### src/rtl/wb_pkg.sv
package wb_pkg;
    localparam int POS_W  = 6;
    localparam int NUM_DR = 4;
    localparam int IDX_W  = $clog2(NUM_DR);
    localparam int RD_W   = 8;
    localparam int TAPS   = 1 << POS_W;

    typedef enum logic [2:0] {
        OP_RD_WIPER  = 3'd0,
        OP_WR_WIPER  = 3'd1,
        OP_RD_PRESET = 3'd2,
        OP_WR_PRESET = 3'd3,
        OP_PRE2WIPER = 3'd4,
        OP_WIPER2PRE = 3'd5,
        OP_RSVD6     = 3'd6,
        OP_RSVD7     = 3'd7
    } wb_op_e;

    typedef enum logic [1:0] {
        RD_NONE   = 2'd0,
        RD_WIPER  = 2'd1,
        RD_PRESET = 2'd2
    } wb_rdsel_e;

    typedef struct packed {
        logic      wiper_we;
        logic      wiper_from_pre;
        logic      pre_we;
        logic      pre_from_wiper;
        wb_rdsel_e rd_sel;
        logic      err;
    } wb_ctl_t;

    function automatic logic is_guarded(input wb_op_e op);
        return (op == OP_WR_PRESET) || (op == OP_WIPER2PRE);
    endfunction
endpackage

### src/rtl/wb_cmd_decode.sv
module wb_cmd_decode
    import wb_pkg::*;
(
    input  logic [2:0] op,
    input  logic       wp,
    input  logic       accept,
    output wb_ctl_t    ctl
);
    wb_op_e op_e;
    logic   blocked;

    always_comb begin
        op_e    = wb_op_e'(op);
        blocked = wp && is_guarded(op_e);
        ctl     = '0;
        if (accept) begin
            case (op_e)
                OP_RD_WIPER:  ctl.rd_sel = RD_WIPER;
                OP_RD_PRESET: ctl.rd_sel = RD_PRESET;
                OP_WR_WIPER:  ctl.wiper_we = 1'b1;
                OP_PRE2WIPER: begin
                    ctl.wiper_we       = 1'b1;
                    ctl.wiper_from_pre = 1'b1;
                end
                OP_WR_PRESET: ctl.pre_we = !blocked;
                OP_WIPER2PRE: begin
                    ctl.pre_we         = !blocked;
                    ctl.pre_from_wiper = 1'b1;
                end
                default: ctl = '0;
            endcase
            ctl.err = blocked;
        end
    end
endmodule

### src/rtl/wb_regfile.sv
module wb_regfile
    import wb_pkg::*;
(
    input  logic             clk,
    input  logic             por,
    input  logic             srst,
    input  logic             cmd_valid,
    input  logic             wp,
    input  logic [IDX_W-1:0] idx,
    input  logic [POS_W-1:0] data,
    input  wb_ctl_t          ctl,
    output logic             accept,
    output logic [POS_W-1:0] wiper_q,
    output logic             done_q,
    output logic [RD_W-1:0]  rd_q,
    output logic             err_q
);
    logic [POS_W-1:0]        pre_q [NUM_DR];
    logic                    loading_q;
    logic [NUM_DR*POS_W-1:0] pre_cat;
    logic [POS_W-1:0]        rd_val;

    assign accept = cmd_valid && !loading_q;

    always_comb begin
        for (int i = 0; i < NUM_DR; i++) pre_cat[i*POS_W +: POS_W] = pre_q[i];
        case (ctl.rd_sel)
            RD_WIPER:  rd_val = wiper_q;
            RD_PRESET: rd_val = pre_q[idx];
            default:   rd_val = '0;
        endcase
    end

    always_ff @(posedge clk) begin
        if (por) begin
            for (int i = 0; i < NUM_DR; i++) pre_q[i] <= '0;
            wiper_q   <= '0;
            loading_q <= 1'b1;
            done_q    <= 1'b0;
            err_q     <= 1'b0;
            rd_q      <= '0;
        end else if (srst) begin
            loading_q <= 1'b1;
            done_q    <= 1'b0;
            err_q     <= 1'b0;
            rd_q      <= '0;
        end else if (loading_q) begin
            wiper_q   <= pre_q[0];
            loading_q <= 1'b0;
            done_q    <= 1'b0;
            err_q     <= 1'b0;
            rd_q      <= '0;
        end else begin
            done_q <= accept;
            err_q  <= ctl.err;
            rd_q   <= RD_W'(rd_val);
            if (ctl.wiper_we)
                wiper_q <= ctl.wiper_from_pre ? pre_q[idx] : data;
            if (ctl.pre_we)
                pre_q[idx] <= ctl.pre_from_wiper ? wiper_q : data;
        end
    end

    AST_LOAD_FROM_PRESET0: assert property (@(posedge clk) disable iff (por || srst)
        loading_q |=> wiper_q == $past(pre_q[0]));
    AST_SRST_KEEPS_PRESETS: assert property (@(posedge clk) disable iff (por)
        srst |=> $stable(pre_cat));
    AST_WP_KEEPS_PRESETS: assert property (@(posedge clk) disable iff (por)
        wp |=> $stable(pre_cat));
    AST_ERR_WITH_DONE: assert property (@(posedge clk) disable iff (por || srst)
        err_q |-> done_q);
    AST_NO_DONE_AFTER_LOAD: assert property (@(posedge clk) disable iff (por || srst)
        loading_q |=> !done_q);
endmodule

### src/rtl/wb_tap_decode.sv
module wb_tap_decode
    import wb_pkg::*;
(
    input  logic             clk,
    input  logic             por,
    input  logic [POS_W-1:0] wiper,
    output logic [TAPS-1:0]  tap_en
);
    for (genvar t = 0; t < TAPS; t++) begin : g_tap
        assign tap_en[t] = (wiper == POS_W'(t));
    end

    AST_TAP_ONE_HOT: assert property (@(posedge clk) disable iff (por)
        $countones(tap_en) == 1);
    AST_TAP_MATCHES: assert property (@(posedge clk) disable iff (por)
        tap_en[wiper]);
endmodule

### src/rtl/wiper_bank.sv
module wiper_bank
    import wb_pkg::*;
(
    input  logic             clk,
    input  logic             por,
    input  logic             srst,
    input  logic             cmd_valid,
    input  logic [2:0]       cmd_op,
    input  logic [IDX_W-1:0] cmd_idx,
    input  logic [POS_W-1:0] cmd_data,
    input  logic             wp,
    output logic             done,
    output logic [RD_W-1:0]  rd_data,
    output logic             wp_err,
    output logic [POS_W-1:0] wiper_pos,
    output logic [TAPS-1:0]  tap_en
);
    wb_ctl_t ctl;
    logic    accept;

    wb_cmd_decode u_dec (
        .op     (cmd_op),
        .wp     (wp),
        .accept (accept),
        .ctl    (ctl)
    );

    wb_regfile u_regs (
        .clk       (clk),
        .por       (por),
        .srst      (srst),
        .cmd_valid (cmd_valid),
        .wp        (wp),
        .idx       (cmd_idx),
        .data      (cmd_data),
        .ctl       (ctl),
        .accept    (accept),
        .wiper_q   (wiper_pos),
        .done_q    (done),
        .rd_q      (rd_data),
        .err_q     (wp_err)
    );

    wb_tap_decode u_tap (
        .clk    (clk),
        .por    (por),
        .wiper  (wiper_pos),
        .tap_en (tap_en)
    );

    AST_DONE_NEEDS_CMD: assert property (@(posedge clk) disable iff (por || srst)
        done |-> $past(cmd_valid));
endmodule

### config.mk
export PLATFORM = sky130hd
export DESIGN_NAME = wiper_bank
export DESIGN_NICKNAME = d
export VERILOG_FILES = /design/src/rtl/wb_pkg.sv /design/src/rtl/wb_cmd_decode.sv /design/src/rtl/wb_regfile.sv /design/src/rtl/wb_tap_decode.sv /design/src/rtl/wiper_bank.sv
export SDC_FILE = /design/constraint.sdc
export NUM_CORES = 1
export LEC_CHECK = 0
export BUFFER_PORTS_ARGS = -buffer_cell sky130_fd_sc_hd__buf_2
export CORE_ASPECT_RATIO = 1.4
export CORE_MARGIN = 1.5
export CORE_UTILIZATION = 45
export DETAILED_ROUTE_END_ITERATION = 16
export PLACE_DENSITY = 0.76
export SYNTH_ARGS = -nofsm -noshare
export SYNTH_HDL_FRONTEND = slang
export SYNTH_SLANG_ARGS = --single-unit
### constraint.sdc
create_clock -name clk -period 5.9 [get_ports clk]
set_input_delay 0.885 -clock clk [delete_from_list [all_inputs] [get_ports clk]]
set_output_delay 0.885 -clock clk [all_outputs]
set_load 0.1 [all_outputs]
Yosys cells after proc, flatten, opt, wreduce, memory -nomap -nowiden

Memory sizes are Yosys's and may differ from the RTL's.
Cells that the tools add are included.

Equality and inequality tests: 70
Muxes and demuxes: 22
Bitwise logic cells: 2
Reductions and logical operators: 15

Operators by type and width:

| cell                                                                   | count |
|---|---|
| 6-bit equality test (second input constant)                            | 32 |
| 6-bit by 5-bit equality test with 1-bit output (second input constant) | 16 |
| 6-bit by 4-bit equality test with 1-bit output (second input constant) | 8 |
| 6-bit 2-to-1 mux                                                       | 5 |
| 6-bit by 3-bit equality test with 1-bit output (second input constant) | 4 |
| 1-bit 2-to-1 mux                                                       | 13 |
| 6-bit by 2-bit equality test with 1-bit output (second input constant) | 2 |
| 6-bit one-hot mux with 2 select lines                                  | 1 |
| 7-bit 2-to-1 mux                                                       | 1 |
| 3-bit by 2-bit equality test with 1-bit output (second input constant) | 2 |
| 3-bit equality test (second input constant)                            | 2 |
| 6-bit by 1-bit equality test with 1-bit output (second input constant) | 1 |
| 6-bit zero test                                                        | 1 |
| 2-bit OR reduction                                                     | 3 |
| 6-bit OR reduction                                                     | 1 |
| 2-bit one-hot mux with 2 select lines                                  | 1 |
| 4-bit OR reduction                                                     | 1 |
| 3-bit by 1-bit equality test with 1-bit output (second input constant) | 1 |
| 3-bit zero test                                                        | 1 |
| 3-bit OR reduction                                                     | 1 |
| 2-bit by 1-bit equality test with 1-bit output (second input constant) | 1 |
| 2-bit equality test (second input constant)                            | 1 |
| 1-bit logical AND                                                      | 2 |
| 1-bit zero test                                                        | 2 |
| 5 further kinds                                                        | 6 |

Register bits: 17
Bits in writable memories: 24
Input bits: 16
Output and inout bits: 80
Logic and storage cells: 116
Memories: 1

Memory list:

| name         | depth | width | read ports | clocked after memory_dff | wr ports | line             | text |
|---|---|---|---|---|---|---|---|
| u_regs.pre_q | 4     | 6     | 2          | 0                        | 4        | wb_regfile.sv:18 | `logic [POS_W-1:0] pre_q [NUM_DR];` |

Logic depth before layout (Yosys ltp)

Depth in word-level cells: 13
Depth in mapped cells: 7

Hierarchy

From an unflattened synthesis, not the netlist that was laid out.

Cells, all modules: 281
Area, all modules: 2610.0 µm²

Modules (own cells, without submodules):

| module        | times used | cells an instance | area each (µm²) |
|---|---|---|---|
| wb_regfile    | 1          | 176               | 2058.2 |
| wb_tap_decode | 1          | 95                | 461.7 |
| wb_cmd_decode | 1          | 10                | 90.1 |

Worst setup path after synthesis

No wires, ideal clock.

Path type: flip-flop to output port
Start point: register u_regs.wiper_q[2]
End point: output tap_en[39]
Arrival: 2.962 ns
Data required time: 5.015 ns
Slack: 2.053 ns
Stages on the path, launching flop included: 6
Path through: dfxtp_1 clkbuf_1 inv_1 nor2_1 nand3_1 nor2_1

Word-level cells in the longest chain between the ends: 1

RTL lines:

| item                   | line                | text |
|---|---|---|
| from (decl)            | wb_regfile.sv:13    | `output logic [POS_W-1:0] wiper_q,` |
| from (signal assigned) | wb_regfile.sv:48    | `wiper_q <= pre_q[0];` |
| from (signal assigned) | wb_regfile.sv:58    | `wiper_q <= ctl.wiper_from_pre ? pre_q[idx] : data;` |
| 6-bit equality test    | wb_tap_decode.sv:10 | `assign tap_en[t] = (wiper == POS_W'(t));` |
| to (decl)              | wiper_bank.sv:16    | `output logic [TAPS-1:0] tap_en` |

No other way between the ends.

Worst setup path after layout

Same ends and word-level chain as after synthesis.

==> qor.csv <==
metric,value,unit
slew of the pin with the lowest slew margin,0.595,ns
number of fillers in the final layout,462,
crit end category,primary output,
prevailing post-synth register cell,edfxtp_1,
Via density,5.19,
Die ar.,0.00555,mm2
Final #Nets,365,
Slew Limit Fails,0,
post-CTS setup buffers,0,
Synth Instances,265,
grt ovf,0,
P_int,488,uW
initial antenna violation count,0,
crit path cell chain,"inv_1, nor2_1, nand3_1, nor2_1, buf_2",
switching share of power,29.6,%
# hold bufs at CTS,0,
total core area,0.00488,mm2
register bit count reported by yosys,39,
leakage power total,0.00142,uW
relative slew slack,60.3,%
Final Setup Violations,0,
Bufs and invs on worst path,2,
Final WS setup,3.02,ns
Post-synth ARST share,0,%
vias in the first global route,2006,
clock buffer depth,2,
number of synthesized flops with an enable pin,24,
period utilization,48.8,%
sequential area share after synthesis,44.4,%
Initial Util,47.1,%
GRT Total Usage,22.8,%
status,"finished, final reports clean",
Placer Congestion,0.856,
Rows,30,
routed len/inst,14.8,um
min Tclk post-route,2.88,ns
Iteration-0 DRC Markers,90,
via count,2138,
MaxCap Viol Count,0,
"Hold Violations, Final",0,
I/O pins,96,
Sw Pwr,205,uW
"Avg Cell Area, Syn",8.68,um2
CTS root buf,clkbuf_8,
fraction of layout cells with a size suffix above 1,32.8,%
unrepaired setup endpoints after global routing,no,
Critical Path RT,5.02,ns
Comb pwr share,18.1,%
hold slack,0.632,ns
antenna-violating nets left,0,
total power,694,uW
HP Class,reg2reg,
Clock transition at path regs,0.08,ns
register area,0.00102,mm2
pin count of the biggest net entering global routing,20,
setup_tns,0,ns
Clock Power Share,38.0,%
routed wire length,6100,um
critical path class,reg2out,
Max Clock Skew,0.00324,ns
Remaining DRCs,0,
crit-path max FO,10,
Sequential Power Share,43.9,%
Die Y,87.6,um
Port Buffer Count,93,
type of element launching the critical path,flip-flop,
fmax,347,MHz
Critical Path Most Common Cell,nor2_1,
synth-to-layout area growth,26.1,%
synth warn,0,
ant diodes,0,
clock latency on the worst-skew pair,0.29,ns
distinct cell type count after synthesis,34,
pre-CTS setup slack,3.30,ns
footprint of the multi-input gates,0.00115,mm2
Top Family by Delay on Critical Path,simple AND/OR/NAND/NOR gates,
first-pass GRT wire length,9670,um
Detailed Place HPWL,4850,um
CTS H-tree depth,2,
CTS tree,built,
# resized after CTS,0,
clk sink count,39,
Worst EP arrival,2.00,ns
Cell Pwr Density,239,mW/mm2
total CTS buffers,5,
Crit-path slowest cell,dfxtp_1,
Die W,63.4,um
Pre-antenna DRT Iters,4,
maximum vdd ir drop,195,uV
Critical Path Max Stage Delay,0.52,ns
Netlist Area Pre-Place,0.00230,mm2
==> registers in the layout, summed over array words and instances, names as in the netlist <==
signal            flops
u_regs.done_q         1
u_regs.rd_q           6
u_regs.pre_q         24
u_regs.err_q          1
u_regs.loading_q      1
u_regs.wiper_q        6
==> logic make-up (layout without fill, tap and decap cells) <==
group	after synthesis	after routing	synth area share [%]
AO/OA/AOI/OAI	20	20	6.86
XOR/XNOR	2	2	0.762
adder cells (fa/ha/maj)	2	2	1.09
buffers and inverters	30	112	5.55
flip-flops	39	39	44.4
multiplexers	12	12	8.49
other	1	2	0.163
AND/OR/NAND/NOR	159	159	32.7
==> placed cells by master (no fill, tap or decap), drive strengths merged, types with 2 or more instances in the layout <==
| master | instances |
|---|---|
| nor2 | 102 |
| buf | 93 |
| edfxtp | 24 |
| dfxtp | 15 |
| nand2 | 15 |
| inv | 11 |
| and3 | 8 |
| nor2b | 7 |
| nand3 | 7 |
| mux2i | 6 |
| mux4 | 6 |
| a22oi | 6 |
| or4 | 6 |
| a211oi | 6 |
| o32ai | 6 |
| clkbuf | 5 |
| or3 | 3 |
| nand2b | 3 |
| xor2 | 2 |
| ha | 2 |
| conb | 2 |
| bufinv | 2 |
==> worst register-to-register path: stages, from the launching register on <==
cell and delay (ns):
dfxtp_1 0.50, nor4b_4 0.41, nand4b_4 0.21, or3_1 0.47, nand2b_1 0.27
==> Yosys cell counts (3+ instances only) <==
master | number | area share (%)
a211oi_1 | 6 | 2.0
buf_2 | 3 | 0.65
buf_4 | 3 | 0.98
nor2b_1 | 7 | 1.9
or3_1 | 3 | 0.82
mux4_2 | 6 | 5.9
mux2i_1 | 6 | 2.6
and3_1 | 8 | 2.2
nand2b_1 | 3 | 0.82
edfxtp_1 | 24 | 31
nor2_1 | 101 | 16
o32ai_1 | 6 | 2.3
inv_1 | 11 | 1.8
a22oi_1 | 6 | 2.0
or4_1 | 6 | 2.0
dfxtp_1 | 15 | 13
clkbuf_1 | 13 | 2.1
nand3_1 | 7 | 1.5
nand2_1 | 14 | 2.3
==> area by class of cell <==
cell class              instances  area share, %
multi-input cells             197           39.8
repair buffers                 93           16.1
flip-flops and latches         39           35.2
clock buffers                   5           2.37
clock inverters                 3           2.33
inverters                      11           1.42
well taps                      64           2.76
==> final timing paths <==
| check | start | to | slack, ns | cells after the start |
|---|---|---|---|---|
| setup / recovery | u_regs.wiper_q[2]$_SDFFE_PP0P_ | tap_en[39] | 3.02 | 5 |
| hold / removal | u_regs.wiper_q[5]$_SDFFE_PP0P_ | u_regs.wiper_q[5]$_SDFFE_PP0P_ | 0.63 | 2 |
| setup reg to reg | u_regs.loading_q$_SDFF_PP1_ | u_regs.pre_q[0][0]$_SDFFCE_PN0P_ | 3.73 | 4 |
| hold reg to reg | u_regs.wiper_q[5]$_SDFFE_PP0P_ | u_regs.wiper_q[5]$_SDFFE_PP0P_ | 0.63 | 2 |
==> metrics by stage <==
stage,cells,cell area (um2),utilization [%]
floorplan,266,2300,-
global placement,404,2760,56.6
detailed placement,404,2760,56.6
CTS,412,2900,59.4
global route,412,2900,59.4
finish,412,2900,59.4
==> routing by layer <==
metal	vias up	share of wire (%)	track usage, %	routed length, um
met4	0	2.3	11.5	138
met5	-	0	0	0
met2	104	55	42.9	3340
met1	957	36	22.9	2180
met3	10	7.2	6.17	439
li1	1067	-	-	-
==> power by group through the flow <==
stage	clock network [uW]	registers, uW	logic [uW]
3_5_place_dp	0	311	126
5_1_grt	281	306	133
4_1_cts	268	304	126
2_1_floorplan	0	323	88.3
3_3_place_gp	0	310	124
6_report	264	304	126
Note: power is estimated with default switching activity, not from simulation.
